--- config.mk ---
export PLATFORM = sky130hd
export DESIGN_NAME = bus_arbiter
export DESIGN_NICKNAME = d
export VERILOG_FILES = /design/src/rtl/bus_arbiter.sv
export SDC_FILE = /design/constraint.sdc
export NUM_CORES = 1
export LEC_CHECK = 0
export ABC_CLOCK_PERIOD_IN_PS = 6400
export BUFFER_PORTS_ARGS = -buffer_cell sky130_fd_sc_hd__buf_4
export CAP_MARGIN = 5
export CORE_MARGIN = 8
export CORE_UTILIZATION = 36
export DETAILED_ROUTE_END_ITERATION = 12
export PLACE_DENSITY = 0.55
export SYNTH_ARGS = -nofsm -noshare
export SYNTH_HDL_FRONTEND = slang
export SYNTH_SLANG_ARGS = --single-unit
export TNS_END_PERCENT = 5
--- constraint.sdc ---
create_clock -name clk -period 6.4 [get_ports clk]
set_clock_uncertainty 0.15 [all_clocks]
set_input_delay 0.32 -clock clk [delete_from_list [all_inputs] [get_ports clk]]
set_output_delay 0.32 -clock clk [all_outputs]
set_load 0.05 [all_outputs]
--- src/rtl/bus_arbiter.sv ---
module bus_arbiter #(
  parameter int NM         = 4,
  parameter int IDLE_LIMIT = 16
) (
  input  logic          clk,
  input  logic          rst_n,
  input  logic [NM-1:0] bid,
  input  logic          cycle_on,
  input  logic          xfer_rdy,
  output logic [NM-1:0] award
);
  localparam int IW = (NM > 1) ? $clog2(NM) : 1;
  localparam int CW = $clog2(IDLE_LIMIT + 1);

  logic [IW-1:0] owner;
  logic          held, used, prev_idle;
  logic [CW-1:0] wait_cnt;

  logic idle, start, used_now, own_bid, timeout, release_ok;
  logic [IW-1:0] pick_any, pick_other;
  logic          any_hit, other_hit;

  assign idle       = !cycle_on && !xfer_rdy;
  assign start      = held && cycle_on && prev_idle;
  assign used_now   = used || start;
  assign own_bid    = bid[owner];
  assign timeout    = held && !used_now && own_bid && idle &&
                      (wait_cnt == CW'(IDLE_LIMIT - 1));
  assign release_ok = !held || !own_bid || used_now;

  always_comb begin
    pick_any   = owner;
    pick_other = owner;
    any_hit    = 1'b0;
    other_hit  = 1'b0;
    for (int off = NM; off >= 1; off--) begin
      if (bid[IW'((int'(owner) + off) % NM)]) begin
        pick_any = IW'((int'(owner) + off) % NM);
        any_hit  = 1'b1;
        if (off != NM) begin
          pick_other = IW'((int'(owner) + off) % NM);
          other_hit  = 1'b1;
        end
      end
    end
  end

  always_ff @(posedge clk or negedge rst_n) begin
    if (!rst_n) begin
      owner     <= IW'(NM - 1);
      held      <= 1'b0;
      used      <= 1'b0;
      wait_cnt  <= '0;
      prev_idle <= 1'b1;
    end else begin
      prev_idle <= idle;
      if (timeout) begin
        wait_cnt <= '0;
        used     <= 1'b0;
        held     <= other_hit;
        if (other_hit) owner <= pick_other;
      end else if (release_ok && any_hit) begin
        owner    <= pick_any;
        held     <= 1'b1;
        wait_cnt <= '0;
        used     <= (held && pick_any == owner) ? used_now : 1'b0;
      end else if (release_ok) begin
        used     <= used_now;
        wait_cnt <= '0;
      end else begin
        used <= used_now;
        if (idle) wait_cnt <= wait_cnt + 1'b1;
      end
    end
  end

  assign award = held ? (NM'(1) << owner) : '0;
endmodule


==> impl_metrics.yaml, run 1 <==
outcome:
  outcome: "finished clean"
synth:
  synth_cell_type_count: 36
  syn_area_um2: 801
  post-synth-top-area-cell: "sky130_fd_sc_hd__dfrtp_1"
  syn-instance-count: 86
  synth-async-reset-ratio: 1.00
  synth.cells.most_frequent: "sky130_fd_sc_hd__nand2_1, sky130_fd_sc_hd__o21ai_0, sky130_fd_sc_hd__dfrtp_1"
  ys_dominant_reg_cell: "sky130_fd_sc_hd__dfrtp_1"
  net_count_after_synthesis: 100
  synth.top_cells.by_area: "sky130_fd_sc_hd__dfrtp_1, sky130_fd_sc_hd__dfstp_2, sky130_fd_sc_hd__ha_1"
  synth_area_per_cell_um2: 9.31
  synth_warnings: 0
  number_of_enable_flip_flop_cells_after_synthesis: 0
  yosys.area.top_type_share: 0.219
  synth.ff_latch_count: 10
  synth.yosys.seq_area_share: 0.317
worst_setup_path:
  worstPathMaxFanout: 14
  rr_worst_depth: 7
  cp_data_arrival_time_ps: 2650
  critPathRequiredTime_ps: 6460
  timing_worst_setup_path_type: "reg -> reg"
  setup.worst_path.end_class: "flop"
  worstSetupStartpointType: "flop"
hold_path:
  worstHoldPathCells: 2
  worst_hold_path_type: "in -> reg"
placement:
  placement.io_buffers: 11
  place_congestion: 0.808
  place.detailed.hpwl_um: 1250
clock_tree:
  ctsResizeCount: 0
  total_number_of_h_tree_levels: 1
  clock_sink_count: 10
  cts_buffer_depth: 2
  numCtsBuffers: 3
  cts.reportedPaths.clkPinSlew_ps: 70
  worstSkewPairLatency_ps: 270
  cts-root-buf: "sky130_fd_sc_hd__clkbuf_4"
  cts_tree: "built"
route:
  postRouteWirelength_um: 1620
  first_pass_iters: 4
  drt.antenna.violating_nets: 0
  vias: 645
  drt-vias-per-instance: 5.04
  detailedRoute.firstIterationViolations: 15
  drc: 0
  wl_per_cell_um: 12.7
pwr:
  power_leakage_nw: 0.417
  swShare: 0.461
  seq_power_share: 0.273
  clockPowerShare: 0.147
  power.combinational.fraction: 0.580
  ir_drop_uv: 169
  power.density_nw_per_um2: 418
  switchingPower_mw: 0.183
  internal_power_mw: 0.213
  post-layout-total-power_mw: 0.396
timing:
  setup_viol: 0
  unrepaired_setup_endpoints_after_global_routing: "false"
  hold_violations: 0
  tightest_slew_ps: 293
  period_share: 0.404
  slew-limit-headroom: 0.799
  post-route-min-period_ps: 2590
  setup-tns-final_ps: 0
  highest_clock_frequency_the_design_can_meet_mhz: 387
  final_max_slew_viol_count: 0
die:
  core_area_um2: 2150
  count_of_boundary_i_o_pins: 12
  rows: 17
  dieArea_um2: 3990
  initial_utilization: 0.373
  die_y_um: 63.2
  die_w_um: 63.2
cells_and_area:
  n_antenna_cell: 0
  layout-drive-gt1-share: 0.240
  area_growth_pct: 18.4
  finish.net_count: 115
  layout.filler_cells: 222
global_routing:
  grt_overflow: 0
  grt_max_degree: 15
  grt_util_all_layers: 0.0897
  first_global_vias: 657
  grt_antenna_before_repair: 0
  grt_first_pass_wirelength_um: 2910
run:
  timing.max_cap.violations: 0
cells by family (layout without fill, tap and decap cells):
family | count (synthesis) | in the layout | share of synthesized area
and+or+nand+nor | 33 | 33 | 0.237
xor gates and xnor gates | 1 | 1 | 0.0109
buffers and inverters | 6 | 20 | 0.0391
adders and majority gates | 6 | 6 | 0.0937
DFF | 10 | 10 | 0.317
AOI/OAI and AO/OA | 24 | 24 | 0.192
muxes | 6 | 6 | 0.109
critical path, cell delays in order, from the launching register on:
cell	delay (ps)
sky130_fd_sc_hd__dfstp_2	700
sky130_fd_sc_hd__inv_1	150
sky130_fd_sc_hd__ha_1	400
sky130_fd_sc_hd__or4b_2	650
sky130_fd_sc_hd__a21oi_1	160
sky130_fd_sc_hd__o22ai_1	90
sky130_fd_sc_hd__nand4b_1	80
sky130_fd_sc_hd__mux2_1	140
final cells by class:
| class | instances | area (um2) | share of cell area |
|---|---|---|---|
| Clock buffer | 4 | 36.3 | 0.0383 |
| Inverter | 4 | 15.0 | 0.0158 |
| Multi-Input combinational cell | 70 | 515 | 0.544 |
| Sequential cell | 10 | 254 | 0.268 |
| Tap cell | 28 | 35.0 | 0.0369 |
| Timing Repair Buffer | 12 | 92.6 | 0.0976 |
stage by stage:
step	worst slack, ps	std cells	area (um2)	hold WS, ps	utilization
final	3810	128	948	29.3	0.441
after global routing	3740	128	948	31.9	0.441
after CTS	3820	128	948	24.1	0.441
after detailed placement	3840	123	902	7.87	0.420
after global placement	3890	123	902	7.41	0.420
after floorplan	3930	86	801	-126	-
metal layers:
metal / share of wire / vias to the layer above / GRT usage
met2: 0.47 / 7 / 0.147
met1: 0.48 / 289 / 0.0975
met4: 0 / 0 / 0.0313
met3: 0.045 / 0 / 0.0442
li1: - / 349 / -
met5: 0 / - / 0
power groups by stage:
stage / registers (mW) / clock network (mW) / logic, mW
after floorplan: 0.0888 / 0 / 0.202
after global routing: 0.111 / 0.0640 / 0.254
after global placement: 0.109 / 0 / 0.232
after CTS: 0.108 / 0.0609 / 0.231
final: 0.108 / 0.0582 / 0.230
after detailed placement: 0.109 / 0 / 0.229
layout by cell type, fill, tap and decap left out, drive strengths merged:
cell type,instances
buf,11
ha,6
o22ai,2
dfstp,3
dlygate4sd3,1
or3b,1
and2,4
a21oi,4
clkbuf,4
nand4,2
xnor2,1
mux4,2
mux2i,2
or4b,1
and4b,1
a32o,1
o211ai,2
dfrtp,7
inv,4
a22o,2
nor3,2
o21a,1
nor2,4
nor2b,1
a32oi,2
or4,1
a22oi,1
mux2,2
o21ai,8
nand2,8
a31oi,1
nand3,2
and3,1
nand4b,1
nand2b,4
path summary, 6_finish.rpt:
check	startpoint	to	slack, ps
max	owner[0]	owner[1]	3810
max reg2reg	owner[0]	owner[1]	3810
min	xfer_rdy	prev_idle	30
min in group asynchronous	rst_n	held	250
max in group asynchronous	rst_n	owner[1]	5620
min reg2reg	wait_cnt[4]	wait_cnt[4]	330
registers in the layout (all words and copies together), names as in the netlist:
name,flops
held,1
wait_cnt,5
owner,2
used,1
prev_idle,1
timing repair:
action | in CTS | in global routing
hold endpoints to repair | 10 | 0
setup buffers | 0 | 0
endpoints found under the setup margin | 0 | 0
hold buffers | 1 | 0
No activity file was read; power rests on OpenSTA's default activity.
==> inputs of run 2 (changes only) <==
- ABC_AREA: unset -> 1
- ABC_CLOCK_PERIOD_IN_PS: 6400 -> 2600
- PLACE_DENSITY: 0.55 -> 0.54
- clock period: 6.4 -> 2.6 ns (I/O delays scaled with it)
==> run 2 against run 1 <==
Compared with the run above: sequential power grew 140%; largest power group unchanged; total power grew to 2.8 times the previous value; highest routed layer is now met4; non-clock buffer count up 2; critical path type unchanged.
==> impl_metrics.yaml, run 2 <==
outcome:
  outcome: "finished clean"
synth:
  synth_warnings: 0
  ys_dominant_reg_cell: "sky130_fd_sc_hd__dfrtp_1"
  synth_cell_type_count: 23
  syn-instance-count: 123
  synth-async-reset-ratio: 1.00
  number_of_enable_flip_flop_cells_after_synthesis: 0
  synth.top_cells.by_area: "sky130_fd_sc_hd__dfrtp_1, sky130_fd_sc_hd__nand2_1, sky130_fd_sc_hd__inv_1"
  syn_area_um2: 846
  post-synth-top-area-cell: "sky130_fd_sc_hd__dfrtp_1"
  synth_area_per_cell_um2: 6.88
  net_count_after_synthesis: 137
  synth.cells.most_frequent: "sky130_fd_sc_hd__nand2_1, sky130_fd_sc_hd__inv_1, sky130_fd_sc_hd__nand3_1"
  yosys.area.top_type_share: 0.207
  synth.ff_latch_count: 10
  most_common_cell_in_the_netlist: "sky130_fd_sc_hd__nand2_1"
  synth.yosys.seq_area_share: 0.300
timing:
  final_max_slew_viol_count: 0
  hold_violations: 0
  fin_ws_ps: 658
  unrepaired_setup_endpoints_after_global_routing: "false"
  setup-tns-final_ps: 0
  slew-limit-headroom: 0.816
  post-route-min-period_ps: 1940
  highest_clock_frequency_the_design_can_meet_mhz: 515
  setup_viol: 0
  tightest_slew_ps: 276
  period_share: 0.747
global_routing:
  first_global_vias: 792
  grt_util_all_layers: 0.0978
  grt_first_pass_wirelength_um: 3310
  global_route.peak_usage_layer: "met2"
  grt_overflow: 0
  grt_max_degree: 15
  met1_usage: 0.103
  use_met2: 0.171
  grt.met3_usage: 0.0344
  grt_antenna_before_repair: 0
die:
  count_of_boundary_i_o_pins: 12
  initial_utilization: 0.382
  dieArea_um2: 4160
  core_area_um2: 2210
  rows: 17
  die_y_um: 64.5
  die_w_um: 64.5
clock_tree:
  cts-root-buf: "sky130_fd_sc_hd__clkbuf_4"
  cts_tree: "built"
  numCtsBuffers: 3
  cts.reportedPaths.clkPinSlew_ps: 70
  clock_sink_count: 10
  worstSkewPairLatency_ps: 270
  total_number_of_h_tree_levels: 1
  cts_buffer_depth: 2
placement:
  placement.io_buffers: 11
  preCtsSetupSlack_ps: 676
  place.detailed.hpwl_um: 1480
  place_congestion: 0.829
route:
  first_pass_iters: 4
  drc: 0
  postRouteWirelength_um: 1840
  vias: 799
  wl_per_cell_um: 11.0
  drt.antenna.violating_nets: 0
  drt-vias-per-instance: 4.78
  detailedRoute.firstIterationViolations: 29
cells_and_area:
  n_antenna_cell: 0
  largest-register: "wait_cnt"
  layout_top_registers: "wait_cnt (5), owner (2)"
  area_growth_pct: 19.8
  largest_register_ff_count: 5
  finish.net_count: 154
  final_core_utilization: 0.458
  layout-drive-gt1-share: 0.230
  most-common-layout-cells: "sky130_fd_sc_hd__nand2_1, sky130_fd_sc_hd__inv_1, sky130_fd_sc_hd__nand3_1"
  layout.cells.most_common: "sky130_fd_sc_hd__nand2_1"
worst_setup_path:
  critPathBufInv: 2
  worst_r2r_endpoint: "owner[1]"
  setup.worst_path.end_class: "flop"
  timing.critical_path.mode_cell: "sky130_fd_sc_hd__nand2_1"
  worstPathMaxFanout: 14
  cp_data_arrival_time_ps: 2010
  critPathRequiredTime_ps: 2660
  worstReg2RegStart: "owner[0]"
  cp_slowest_stage_delay_ps: 700
  worst_path_max_delay_cell: "sky130_fd_sc_hd__dfstp_2"
  worstSetupStartpointType: "flop"
  reg2reg_setup_slack_ps: 660
  timing_worst_setup_path_type: "reg -> reg"
  critical-path-top-delay-family: "flip-flops"
  rr_worst_depth: 11
  critical_path_cell_sequence: "inv_2 > ha_1 > inv_1 > nand2_1 > nand2_1 > nand3_1 > nand2_1 > nand3_1 > nand2_1 > nand2_2 > nand2_1"
hold_path:
  worst_hold_path_type: "in -> async"
pwr:
  ir_drop_uv: 498
  power_leakage_nw: 0.553
  post-layout-total-power_mw: 1.10
  power.density_nw_per_um2: 1080
run:
  timing.max_cap.violations: 0
[run 2: metal layers]
metal | vias up | part of all wire
met3 | 5 | 0.058
met1 | 365 | 0.45
li1 | 416 | -
met2 | 13 | 0.47
met4 | 0 | 0.019
met5 | - | 0
[run 2: layout make-up]
type / instances / area [um2]
Timing Repair Buffer: 14 / 113
Fill cell: 251 / 1200
Inverter: 25 / 93.8
Clock buffer: 4 / 36.3
Tap cell: 28 / 35.0
Multi-Input combinational cell: 86 / 482
Sequential cell: 10 / 254
[run 2: cells by family (layout without fill, tap and decap cells)]
logic type | after synthesis | count (layout) | synth area share
AOI/OAI and AO/OA | 9 | 9 | 0.0725
xor gates and xnor gates | 2 | 2 | 0.0207
adders and majority gates | 6 | 6 | 0.0888
buffers and inverters | 27 | 43 | 0.130
DFF | 10 | 10 | 0.300
muxes | 1 | 1 | 0.0118
and+or+nand+nor | 68 | 68 | 0.376
[run 2: worst max path at each step]
stage | from | end | slack [ps] | cells past startpoint
finish | owner[0] | owner[1] | 660 | 11
global route | owner[0] | owner[1] | 470 | 11
CTS | owner[0] | owner[1] | 650 | 11
detailed placement | owner[0] | owner[1] | 680 | 11
global placement | owner[0] | owner[1] | 730 | 11
floorplan | owner[1] | owner[1] | 920 | 11
[run 2: what timing repair did]
item                                   4_1_cts  5_1_grt
hold buffers                                 3        0
buffers inserted                             0        0
resized for setup                            0        0
endpoints found under the hold margin       11        0
[run 2: report_power, final]
group          leakage (nW)  total, mW  internal [mW]  switching, mW
Sequential            0.123      0.255          0.197         0.0579
Clock                0.0210      0.142         0.0851         0.0568
Combinational         0.409      0.701          0.232          0.469
Total                 0.553       1.10          0.514          0.583
[run 2: stage by stage]
step                      hold slack [ps]  cells  cell area [um2]
after floorplan                      -316    123              846
after global placement               -184    160              947
after detailed placement             -182    160              947
after CTS                            66.7    167             1010
after global routing                 78.6    167             1010
final                                68.9    167             1010
[run 2: worst reg2reg max path: cells and delay by family (launching register included)]
| kind | cells | cell delay, ps |
|---|---|---|
| simple gates | 8 | 470 |
| fa+ha+maj | 1 | 340 |
| buf+inv | 2 | 220 |
| flops | 1 | 700 |
==> inputs of run 3 (changes only) <==
- ABC_AREA: 1 -> 0
- ABC_CLOCK_PERIOD_IN_PS: 2600 -> 1800
- PLACE_DENSITY: 0.54 -> 0.55
- clock period: 2.6 -> 1.8 ns (I/O delays scaled with it)
==> run 3 against run 2 <==
Compared with the run above: worst hold slack worse by 44 ps; fmax is 11% lower; register-to-register slack worse by 1000 ps; cell area is 18% higher; via count is 0.63% lower; largest power group unchanged; combinational power is 81% higher; worst setup slack worse by 1000 ps; total power is 66% higher; sequential share of layout area is 3.8 points lower; sequential cell count stayed put; the flow now finishes with violations (setup timing); die area is 4.0% lower.
==> impl_metrics.yaml, run 3 (same netlist as run 1, synthesis figures left out) <==
worst_setup_path:
  worstReg2RegStart: "wait_cnt[1]"
  cp_slowest_stage_delay_ps: 480
  cp_data_arrival_time_ps: 2250
  worst_r2r_endpoint: "owner[1]"
  critical-path-top-delay-family: "simple AND/OR/NAND/NOR gates"
  worstPathMaxFanout: 4
  reg2reg_setup_slack_ps: -380
  rr_worst_depth: 7
  critPathBufInv: 0
  timing_worst_setup_path_type: "reg -> reg"
  worstSetupStartpointType: "flop"
  setup.worst_path.end_class: "flop"
  critPathRequiredTime_ps: 1870
  worst_path_max_delay_cell: "sky130_fd_sc_hd__or4_4"
  critical_path_cell_sequence: "ha_2 > and3_4 > ha_4 > or3b_4 > or4_4 > nand4b_1 > mux2_4"
die:
  core_area_um2: 2150
  die_y_um: 63.2
  die_w_um: 63.2
  dieArea_um2: 3990
  rows: 17
  count_of_boundary_i_o_pins: 12
  initial_utilization: 0.373
clock_tree:
  cts-root-buf: "sky130_fd_sc_hd__clkbuf_4"
  cts.reportedPaths.clkPinSlew_ps: 70
  cts_tree: "built"
  cts_buffer_depth: 2
  cts.repair_timing.setup_buffer_count: 0
  clock_sink_count: 10
  total_number_of_h_tree_levels: 1
  worstSkewPairLatency_ps: 270
  numCtsBuffers: 3
timing:
  fin_ws_ps: -385
  highest_clock_frequency_the_design_can_meet_mhz: 458
  unrepaired_setup_endpoints_after_global_routing: "true"
  tightest_slew_ps: 310
  post-route-min-period_ps: 2180
  slew-limit-headroom: 0.787
  hold_violations: 0
  final_max_slew_viol_count: 0
  setup_viol: 7
  period_share: 1.21
  setup-tns-final_ps: -1090
route:
  wl_per_cell_um: 14.0
  first_pass_iters: 4
  drc: 0
  postRouteWirelength_um: 2040
  vias: 794
  detailedRoute.firstIterationViolations: 30
  drt-vias-per-instance: 5.44
  drt.antenna.violating_nets: 0
cells_and_area:
  most-common-layout-cells: "sky130_fd_sc_hd__buf_4, sky130_fd_sc_hd__nand2_1, sky130_fd_sc_hd__dfrtp_1"
  largest_register_ff_count: 5
  largest-register: "wait_cnt"
  area_growth_pct: 49.1
  final_core_utilization: 0.556
  layout-drive-gt1-share: 0.458
  layout_top_registers: "wait_cnt (5), owner (2)"
  finalInstanceArea_um2: 1190
  n_antenna_cell: 0
  finish.net_count: 133
  layout.filler_cells: 196
  layout.cells.most_common: "sky130_fd_sc_hd__buf_4"
pwr:
  power_leakage_nw: 0.518
  power.combinational.fraction: 0.700
  switchingPower_mw: 0.775
  post-layout-total-power_mw: 1.82
  ir_drop_uv: 1060
  clockPowerShare: 0.113
  power.density_nw_per_um2: 1530
  internal_power_mw: 1.05
  swShare: 0.425
  seq_power_share: 0.187
run:
  timing.max_cap.violations: 0
outcome:
  outcome: "complete, but fails checks"
  violated_checks: "setup timing"
placement:
  place_congestion: 0.843
  placement.io_buffers: 11
  place.detailed.hpwl_um: 1500
  dpl_cell_area_um2: 1050
global_routing:
  use_met2: 0.150
  grt_overflow: 0
  global_route.peak_usage_layer: "met2"
  grt_util_all_layers: 0.0981
  grt_first_pass_wirelength_um: 3330
  grt_antenna_before_repair: 0
  first_global_vias: 749
  grt_max_degree: 11
  met1_usage: 0.125
  grt.met3_usage: 0.0265
hold_path:
  worst_hold_path_type: "in -> async"
-- run 3: final cells by class --
type,instances,area (um2),area share
multi-input combinational,70,604,0.506
sequential,10,254,0.213
timing repair buffer,30,244,0.204
clock buffer,4,36.3,0.0304
tap,28,35.0,0.0294
inverter,4,20.0,0.0168
-- run 3: worst register-to-register path, stage by stage, from the launching register on --
cell,delay [ps]
sky130_fd_sc_hd__dfrtp_1,360
sky130_fd_sc_hd__ha_2,180
sky130_fd_sc_hd__and3_4,200
sky130_fd_sc_hd__ha_4,130
sky130_fd_sc_hd__or3b_4,390
sky130_fd_sc_hd__or4_4,480
sky130_fd_sc_hd__nand4b_1,100
sky130_fd_sc_hd__mux2_4,140
-- run 3: power groups by stage --
| stage | Sequential [mW] | Combinational (mW) | Clock, mW |
|---|---|---|---|
| floorplan | 0.320 | 0.821 | 0 |
| global placement | 0.343 | 1.15 | 0 |
| detailed placement | 0.343 | 1.18 | 0 |
| CTS | 0.339 | 1.22 | 0.204 |
| global route | 0.349 | 1.37 | 0.220 |
| finish | 0.340 | 1.27 | 0.206 |
-- run 3: repair_timing --
action                     CTS  global route
hold endpoints to repair    11             0
pin swaps                    0             8
resized for setup            4            16
hold buffers                 3             0
setup endpoints to repair   10            11
-- run 3: worst max path at each step --
stage | from | endpoint | depth (start not counted)
CTS | wait_cnt[1] | owner[1] | 7
finish | wait_cnt[1] | owner[1] | 7
detailed placement | wait_cnt[1] | owner[1] | 7
global placement | wait_cnt[1] | owner[1] | 7
floorplan | wait_cnt[0] | owner[1] | 7
global route | wait_cnt[1] | owner[1] | 7
-- run 3: stage by stage --
| stage | hold slack (ps) | setup slack (ps) | instances |
|---|---|---|---|
| 6_report | 24.6 | -385 | 146 |
| 5_1_grt | 26.6 | -478 | 146 |
| 4_1_cts | 34.9 | -377 | 146 |
| 3_5_place_dp | -225 | -353 | 139 |
| 3_3_place_gp | -225 | -300 | 139 |
| 2_1_floorplan | -356 | -324 | 86 |
-- run 3: routing by layer --
metal / wire length [um] / share of wire
met1: 927 / 0.45
met2: 975 / 0.48
met3: 95 / 0.047
met4: 45 / 0.022
met5: 0 / 0
